<file path="src/rtl/twa_pkg.sv">
// Package: shared type codes for the tagged link word.
// Assumes the type field occupies the top two bits of every word.
package twa_pkg;
    localparam int TYPE_W = 2;

    typedef enum logic [TYPE_W-1:0] {
        TY_FIFO = 2'b00,
        TY_SIDE = 2'b01,
        TY_RSV2 = 2'b10,
        TY_RSV3 = 2'b11
    } word_type_e;
endpackage

</file>
<file path="src/rtl/twa_tx_merge.sv">
// Module: fixed-priority merge of write sources into one tagged word.
// Source index 0 has the highest priority. A grant is only given when the
// output slot can take a word. Assumes that requesters hold their request
// and fields stable until they are granted.
module twa_tx_merge
    import twa_pkg::*;
#(
    parameter int NSRC   = 3,
    parameter int OFF_W  = 14,
    parameter int DATA_W = 32
) (
    input  logic                      clk,
    input  logic                      rst_n,
    input  logic [NSRC-1:0]           src_req,
    input  logic [NSRC*OFF_W-1:0]     src_off,
    input  logic [NSRC*DATA_W-1:0]    src_data,
    input  logic [NSRC*TYPE_W-1:0]    src_type,
    input  logic                      slot_free,
    output logic [NSRC-1:0]           src_gnt,
    output logic [TYPE_W+OFF_W+DATA_W-1:0] win_word
);
    localparam int WORD_W = TYPE_W + OFF_W + DATA_W;

    // Purpose: pick the lowest-index requester and build its word.
    always_comb begin
        logic taken;
        taken    = 1'b0;
        src_gnt  = '0;
        win_word = '0;
        for (int i = 0; i < NSRC; i++) begin
            if (src_req[i] && !taken) begin
                src_gnt[i] = slot_free;
                win_word   = {src_type[i*TYPE_W +: TYPE_W],
                              src_off[i*OFF_W +: OFF_W],
                              src_data[i*DATA_W +: DATA_W]};
                taken      = 1'b1;
            end
        end
    end

    // no two sources accepted together.
    p_single_grant_r4: assert property (@(posedge clk) disable iff (!rst_n)
        $onehot0(src_gnt));

    // a granted source never has a higher-priority requester waiting.
    for (genvar g = 1; g < NSRC; g++) begin : g_prio_chk
        p_prio_order_r4: assert property (@(posedge clk) disable iff (!rst_n)
            src_gnt[g] |-> !(|src_req[g-1:0]));
    end

    // nothing is granted while the slot is blocked.
    p_no_gnt_blocked_r4: assert property (@(posedge clk) disable iff (!rst_n)
        !slot_free |-> (src_gnt == '0));

    logic [WORD_W-1:0] unused_w;
    assign unused_w = win_word;
endmodule

</file>
<file path="src/rtl/twa_tx_slot.sv">
// Module: single output register toward the link with valid/ready.
// It loads a new word whenever it is empty or being drained.
// Assumes that the link samples tx_word while tx_valid && tx_ready.
module twa_tx_slot #(
    parameter int WORD_W = 48
) (
    input  logic              clk,
    input  logic              rst_n,
    input  logic              load,
    input  logic [WORD_W-1:0] word_in,
    input  logic              tx_ready,
    output logic              slot_free,
    output logic              tx_valid,
    output logic [WORD_W-1:0] tx_word
);
    // Purpose: the slot can accept a word when empty or when draining.
    assign slot_free = !tx_valid || tx_ready;

    // Purpose: hold the outgoing word until the link takes it.
    always_ff @(posedge clk) begin
        if (!rst_n) begin
            tx_valid <= 1'b0;
            tx_word  <= '0;
        end else if (slot_free) begin
            tx_valid <= load;
            if (load) begin
                tx_word <= word_in;
            end
        end
    end

    // a stalled word stays valid and unchanged.
    p_hold_word_r5: assert property (@(posedge clk) disable iff (!rst_n)
        (tx_valid && !tx_ready) |=> (tx_valid && $stable(tx_word)));
endmodule

</file>
<file path="src/rtl/twa_rx_demux.sv">
// Module: stateless receive router for tagged link words.
// Each word is routed by its own type field, with one register stage.
// Reserved types are dropped and counted in a saturating counter.
// Assumes that the FIFO and register targets accept one write per cycle.
module twa_rx_demux
    import twa_pkg::*;
#(
    parameter int OFF_W  = 14,
    parameter int DATA_W = 32,
    parameter int CNT_W  = 8
) (
    input  logic                           clk,
    input  logic                           rst_n,
    input  logic                           rx_valid,
    input  logic [TYPE_W+OFF_W+DATA_W-1:0] rx_word,
    output logic                           fifo_we,
    output logic [OFF_W-1:0]               fifo_off,
    output logic [DATA_W-1:0]              fifo_wdata,
    output logic                           reg_we,
    output logic [OFF_W-1:0]               reg_off,
    output logic [DATA_W-1:0]              reg_wdata,
    output logic [CNT_W-1:0]               bad_cnt
);
    localparam int WORD_W  = TYPE_W + OFF_W + DATA_W;
    localparam logic [CNT_W-1:0] CNT_MAX = '1;

    logic [TYPE_W-1:0] f_type;
    logic [OFF_W-1:0]  f_off;
    logic [DATA_W-1:0] f_data;
    logic              is_fifo;
    logic              is_side;

    // Purpose: split the incoming word into its three fields.
    assign f_type  = rx_word[WORD_W-1 -: TYPE_W];
    assign f_off   = rx_word[DATA_W +: OFF_W];
    assign f_data  = rx_word[DATA_W-1:0];
    assign is_fifo = (f_type == TY_FIFO);
    assign is_side = (f_type == TY_SIDE);

    // Purpose: register the FIFO-side write.
    always_ff @(posedge clk) begin
        if (!rst_n) begin
            fifo_we    <= 1'b0;
            fifo_off   <= '0;
            fifo_wdata <= '0;
        end else begin
            fifo_we    <= rx_valid && is_fifo;
            fifo_off   <= f_off;
            fifo_wdata <= f_data;
        end
    end

    // Purpose: register the register-side write.
    always_ff @(posedge clk) begin
        if (!rst_n) begin
            reg_we    <= 1'b0;
            reg_off   <= '0;
            reg_wdata <= '0;
        end else begin
            reg_we    <= rx_valid && is_side;
            reg_off   <= f_off;
            reg_wdata <= f_data;
        end
    end

    // Purpose: count discarded words of reserved type, saturating at max.
    always_ff @(posedge clk) begin
        if (!rst_n) begin
            bad_cnt <= '0;
        end else if (rx_valid && !is_fifo && !is_side && bad_cnt != CNT_MAX) begin
            bad_cnt <= bad_cnt + 1'b1;
        end
    end

    // a data word becomes a FIFO write with its offset and payload.
    p_fifo_route_r7: assert property (@(posedge clk) disable iff (!rst_n)
        (rx_valid && rx_word[WORD_W-1 -: TYPE_W] == 2'b00) |=>
            (fifo_we && !reg_we && fifo_off == $past(rx_word[DATA_W +: OFF_W])
             && fifo_wdata == $past(rx_word[DATA_W-1:0])));

    // a sideband word becomes a register write.
    p_reg_route_r8: assert property (@(posedge clk) disable iff (!rst_n)
        (rx_valid && rx_word[WORD_W-1 -: TYPE_W] == 2'b01) |=>
            (reg_we && !fifo_we && reg_off == $past(rx_word[DATA_W +: OFF_W])));

    // reserved types produce no write.
    p_drop_bad_r9: assert property (@(posedge clk) disable iff (!rst_n)
        (rx_valid && rx_word[WORD_W-1]) |=> (!fifo_we && !reg_we));

    // the counter never wraps from full to zero.
    p_cnt_sat_r9: assert property (@(posedge clk) disable iff (!rst_n)
        (bad_cnt == CNT_MAX) |=> (bad_cnt == CNT_MAX));

    // the two strobes are never high together.
    p_excl_write_r11: assert property (@(posedge clk) disable iff (!rst_n)
        !(fifo_we && reg_we));
endmodule

</file>
<file path="src/rtl/twa_adapter.sv">
// Module: top of the tagged link word adapter.
// Transmit: returner > servo > aperture merge into one output slot.
// Receive: stateless routing to a FIFO port or a register port.
// Assumes that returner and servo hold requests until granted, and that
// the aperture holds its write while ap_stall is high.
module twa_adapter
    import twa_pkg::*;
#(
    parameter int OFF_W  = 14,
    parameter int DATA_W = 32,
    parameter int CNT_W  = 8
) (
    input  logic                           clk,
    input  logic                           rst_n,
    input  logic                           ret_req,
    input  logic [OFF_W-1:0]               ret_off,
    input  logic [DATA_W-1:0]              ret_data,
    output logic                           ret_gnt,
    input  logic                           srv_req,
    input  logic [OFF_W-1:0]               srv_off,
    input  logic [DATA_W-1:0]              srv_data,
    output logic                           srv_gnt,
    input  logic                           ap_wr,
    input  logic [OFF_W-1:0]               ap_off,
    input  logic [DATA_W-1:0]              ap_data,
    output logic                           ap_stall,
    output logic                           tx_valid,
    output logic [TYPE_W+OFF_W+DATA_W-1:0] tx_word,
    input  logic                           tx_ready,
    input  logic                           rx_valid,
    input  logic [TYPE_W+OFF_W+DATA_W-1:0] rx_word,
    output logic                           fifo_we,
    output logic [OFF_W-1:0]               fifo_off,
    output logic [DATA_W-1:0]              fifo_wdata,
    output logic                           reg_we,
    output logic [OFF_W-1:0]               reg_off,
    output logic [DATA_W-1:0]              reg_wdata,
    output logic [CNT_W-1:0]               bad_cnt
);
    localparam int NSRC   = 3;
    localparam int WORD_W = TYPE_W + OFF_W + DATA_W;

    logic [NSRC-1:0]        req_v;
    logic [NSRC-1:0]        gnt_v;
    logic [NSRC*OFF_W-1:0]  off_v;
    logic [NSRC*DATA_W-1:0] data_v;
    logic [NSRC*TYPE_W-1:0] type_v;
    logic [WORD_W-1:0]      win_word;
    logic                   slot_free;

    // Purpose: order the sources by priority; index 0 wins.
    assign req_v  = {ap_wr, srv_req, ret_req};
    assign off_v  = {ap_off, srv_off, ret_off};
    assign data_v = {ap_data, srv_data, ret_data};
    assign type_v = {TY_FIFO, TY_SIDE, TY_SIDE};

    twa_tx_merge #(.NSRC(NSRC), .OFF_W(OFF_W), .DATA_W(DATA_W)) u_merge (
        .clk      (clk),
        .rst_n    (rst_n),
        .src_req  (req_v),
        .src_off  (off_v),
        .src_data (data_v),
        .src_type (type_v),
        .slot_free(slot_free),
        .src_gnt  (gnt_v),
        .win_word (win_word)
    );

    twa_tx_slot #(.WORD_W(WORD_W)) u_slot (
        .clk      (clk),
        .rst_n    (rst_n),
        .load     (|gnt_v),
        .word_in  (win_word),
        .tx_ready (tx_ready),
        .slot_free(slot_free),
        .tx_valid (tx_valid),
        .tx_word  (tx_word)
    );

    // Purpose: hand the grants back and stall an aperture write that lost.
    assign ret_gnt  = gnt_v[0];
    assign srv_gnt  = gnt_v[1];
    assign ap_stall = ap_wr && !gnt_v[2];

    twa_rx_demux #(.OFF_W(OFF_W), .DATA_W(DATA_W), .CNT_W(CNT_W)) u_rx (
        .clk       (clk),
        .rst_n     (rst_n),
        .rx_valid  (rx_valid),
        .rx_word   (rx_word),
        .fifo_we   (fifo_we),
        .fifo_off  (fifo_off),
        .fifo_wdata(fifo_wdata),
        .reg_we    (reg_we),
        .reg_off   (reg_off),
        .reg_wdata (reg_wdata),
        .bad_cnt   (bad_cnt)
    );

    // an aperture write that competes with a higher source is stalled.
    p_ap_stall_r6: assert property (@(posedge clk) disable iff (!rst_n)
        (ap_wr && (ret_req || srv_req)) |-> ap_stall);

    // an aperture grant leaves as a FIFO-data word.
    p_ap_type_r1: assert property (@(posedge clk) disable iff (!rst_n)
        (ap_wr && !ap_stall) |=> (tx_valid && tx_word[WORD_W-1 -: TYPE_W] == 2'b00));

    // a returner grant leaves as a sideband word with its offset.
    p_ret_type_r2: assert property (@(posedge clk) disable iff (!rst_n)
        ret_gnt |=> (tx_word[WORD_W-1 -: TYPE_W] == 2'b01
                     && tx_word[DATA_W +: OFF_W] == $past(ret_off)));

    // a servo grant leaves as a sideband word.
    p_srv_type_r3: assert property (@(posedge clk) disable iff (!rst_n)
        srv_gnt |=> (tx_word[WORD_W-1 -: TYPE_W] == 2'b01));
endmodule

</file>
<file path="config.mk">
export PLATFORM = sky130hd
export DESIGN_NAME = twa_adapter
export DESIGN_NICKNAME = d
export VERILOG_FILES = /design/src/rtl/twa_pkg.sv /design/src/rtl/twa_tx_merge.sv /design/src/rtl/twa_tx_slot.sv /design/src/rtl/twa_rx_demux.sv /design/src/rtl/twa_adapter.sv
export SDC_FILE = /design/constraint.sdc
export NUM_CORES = 1
export LEC_CHECK = 0
export ABC_AREA = 1
export BUFFER_PORTS_ARGS = -buffer_cell sky130_fd_sc_hd__buf_2
export CORE_AREA = 2 2 136 138
export DETAILED_ROUTE_END_ITERATION = 16
export DIE_AREA = 0 0 138 140
export SLEW_MARGIN = 20
export SYNTH_ARGS = -nofsm -noshare
export SYNTH_HDL_FRONTEND = slang
export SYNTH_SLANG_ARGS = --single-unit
</file>
<file path="constraint.sdc">
create_clock -name clk -period 1.2 [get_ports clk]
set_clock_uncertainty 0.1 [all_clocks]
set_input_delay 0.06 -clock clk [delete_from_list [all_inputs] [get_ports clk]]
set_output_delay 0.06 -clock clk [all_outputs]
set_load 0.1 [all_outputs]
</file>
==> impl_results.rst <==
.. list-table::
   :header-rows: 1

   * - Metric
     - Value
   * - CTS clock-pin slew for the worst setup and hold paths
     - 80 ps
   * - Non-filler cells, final
     - 1573
   * - Vias per cell
     - 4.54
   * - Core box area
     - 17800 sq um
   * - Synthesized netlist cell count
     - between 800 and 900
   * - TritonCTS clock tree
     - done
   * - Fin worst setup slack
     - -319 ps
   * - Detailed-route wire length per cell
     - 15.5 um
   * - Tightest hold margin
     - 13.0 ps
   * - Endpoints failing hold
     - 0
   * - Number of max-capacitance violations reported
     - 0
   * - Sort of element at the end of the critical path
     - flop
   * - Rows
     - 49
   * - Startpoint of the most critical register-to-register path
     - u_slot.tx_valid
   * - Clock Sinks
     - 104
   * - Antenna violations before repair
     - 1
   * - Part of the power in combinational logic
     - 45.1%
   * - Mapped cell area
     - 5260 sq um
   * - WL met2
     - 12300 um
   * - M1 wire length
     - 8840 um
   * - Via total after detailed routing
     - 7145
   * - Yosys warns
     - 0
   * - Sw power
     - 5280 uW
   * - Number of flip-flops and latches in the synthesized netlist
     - 104
   * - Global routing usage summed across all routing layers
     - 23.8%
   * - Highest clock frequency the design can meet
     - 658 MHz
   * - Number of top-level design ports
     - 347
   * - Clock share of power
     - 23.8%
   * - DRC errors left
     - 0
   * - Start point of the critical path
     - u_slot.tx_valid
   * - Final total negative setup slack
     - -11240 ps
   * - Failing checks
     - negative setup slack
   * - Synth top area cells
     - dfxtp_1 40%, nand2_1 21%, nand3_1 9.6%, nor2_1 7.8%, inv_1 7.6%
   * - Kind of critical path
     - reg2reg
   * - Fraction of the yosys area taken by sequential cells
     - between 30 and 40%
   * - Sequential cell fraction of total power
     - 31.1%
   * - Buffers added on ports
     - 345
   * - Area of placed instances
     - 9090 sq um
   * - Clock buffer depth
     - 2
   * - Detailed-placement wirelength estimate
     - 15000 um
   * - DIE WIDTH
     - 138 um
   * - Weighted congestion at the end of routability-driven global placement
     - 0.841
   * - Setup-failing EPs final
     - 56
   * - Post-synthesis cell type with the largest combined area
     - dfxtp_1
   * - Number of pins exceeding their max-slew limit in the final report
     - 0
   * - Worst hold path startpoint
     - srv_data[20]
   * - Fraction of final layout cells with drive strength greater than 1
     - 38.4%
   * - First-pass detailed-route iteration total
     - 6
   * - Pin count of the biggest net entering global routing
     - 33
   * - Layout Utilization
     - 65.8%
   * - Total nets after synthesis
     - 1028
   * - Critical path fanouts, max
     - 8
   * - Worst endpoint data arrival time
     - 1670 ps
   * - Initial DRC count
     - 362
   * - Overall die height
     - ~140 um
   * - Initial core utilization
     - 29.6%
   * - Distinct cell type count of the synthesized netlist
     - 21
   * - Share of the clock period used by the worst path
     - 127%
   * - Highest metal layer with signal wires
     - met4
   * - Worst vdd rail ir drop
     - 0.000773 V
   * - Result of the run
     - complete, but fails checks
   * - Number of nets at the end of the flow
     - 1530
   * - Vias in the first global route
     - approximately 7000
   * - Placed instance count
     - 1354
   * - Hold Path Class
     - in2reg
   * - Share of the synthesized area in the top cell type
     - about 40%
   * - Average size of a mapped cell
     - 6.31 sq um
   * - Leftover overflow at the end of global routing
     - 0
   * - Static power due to leakage
     - 0.00599 uW
   * - Insertion delay to the later sink of the worst-skew pair
     - 350 ps
   * - Number of CTS-inserted buffers
     - 9
   * - Unrepaired setup endpoints after global routing
     - yes
   * - Wire length of the first global-routing pass
     - 36700 um
   * - Switching power share of the total
     - 41.4%
   * - Met3 Routed Length
     - 2020 um
   * - Post-route design area
     - 11700 sq um
   * - Final critical delay including setup and external delays
     - 1520 ps
   * - Worst setup SP type
     - flop
   * - Total routed wirelength
     - 24300 um
   * - Syn-to-layout area delta
     - 122%
   * - Highest-count cells in the layout ignoring fill and taps
     - 283 x nand2_1, 191 x buf_2, 185 x dlygate4sd3_1
   * - Die Outline Area
     - 19300 sq um
   * - Required arrival time at the worst endpoint
     - 1350 ps
   * - Total internal power
     - about 7500 uW
   * - Count of H-tree levels built during CTS
     - 3
   * - Leading cell type in the layout, fill and taps excluded
     - nand2_1
   * - Power Dens Cells
     - 1090 nW/um^2
   * - ANT nets after route
     - 0
   * - Root buf cell
     - clkbuf_16
-- cell families after synthesis --
kind of cell             share of synthesized area (%)
buffers and inverters                             19.1
flip-flops                                        39.6
AND/OR/NAND/NOR                                   39.7
adder cells (fa/ha/maj)                          0.238
other                                           0.0713
AO/OA/AOI/OAI                                     1.33
-- cell type report --
class	instances	area [sq um]
inverters	107	404
diodes	3	7.51
repair buffers	584	6160
clock buffers	11	254
multi-input cells	530	2360
well taps	229	287
flip-flops and latches	104	2170
fillers	1347	6090
clock inverters	5	46.3
-- state kept, by name, summed over array words and instances, names as in the netlist --
| signal | flops |
|---|---|
| u_rx.bad_cnt | 8 |
| u_rx.reg_wdata | 32 |
| u_rx.reg_off | 14 |
| u_rx.reg_we | 1 |
| u_slot.tx_valid | 1 |
| u_rx.fifo_we | 1 |
| u_slot.tx_word | 47 |
-- synth_stat cells (all sizes together) --
cell      n
inv     107
conb      1
ha        1
nand3   101
nor2    113
nor3b     1
clkbuf    6
nand2   301
o21ai     2
dfxtp   104
buf      87
nor3      1
a21oi     9
-- metal layers --
| layer | up-vias | track usage [%] |
|---|---|---|
| li1 | 3437 | - |
| met1 | 3173 | 25.5 |
| met2 | 440 | 43.9 |
| met3 | 95 | 6.02 |
| met4 | 0 | 11.2 |
| met5 | - | 0 |
-- worst max-delay path, cell delays in order, from the launching register on --
cell,delay [ps]
dfxtp_4,360
inv_4,50
nor2_4,30
buf_4,140
a21oi_4,140
buf_6,140
buf_6,100
buf_16,120
nand2_1,50
nor2_1,130
nor2_1,60
-- what timing repair did --
| item | CTS | global route |
|---|---|---|
| gates cloned | 4 | 1 |
| endpoints found under the setup margin | 90 | 60 |
| gates resized for setup | 49 | 28 |
| hold buffers | 185 | 0 |
| endpoints found under the hold margin | 101 | 0 |
| setup buffers | 9 | 3 |
| pin swaps | 6 | 9 |
-- power by group through the flow --
stage	combinational, uW	sequential [uW]	clock [uW]
final	5750	3970	3040
after global placement	4950	4040	0
after floorplan	1590	5600	0
after detailed placement	4970	4050	0
after global routing	5980	3990	3240
after CTS	5630	3970	3110
-- through the flow --
| stage | total power, uW | worst slack [ps] |
|---|---|---|
| 6_report | 12800 | -319 |
| 5_1_grt | 13200 | -391 |
| 4_1_cts | 12700 | -299 |
| 3_5_place_dp | 9010 | -114 |
| 3_3_place_gp | 8980 | -83.6 |
| 2_1_floorplan | 7190 | -437 |
-- worst paths after layout --
kind                   endpoint  slack (ps)  cells past startpoint
max          u_slot.tx_word[11]        -320                     10
min          u_slot.tx_word[20]          10                      5
max reg2reg  u_slot.tx_word[11]        -320                     10
min reg2reg  u_slot.tx_word[46]         430                      2
(Power assumes the default switching activity.)
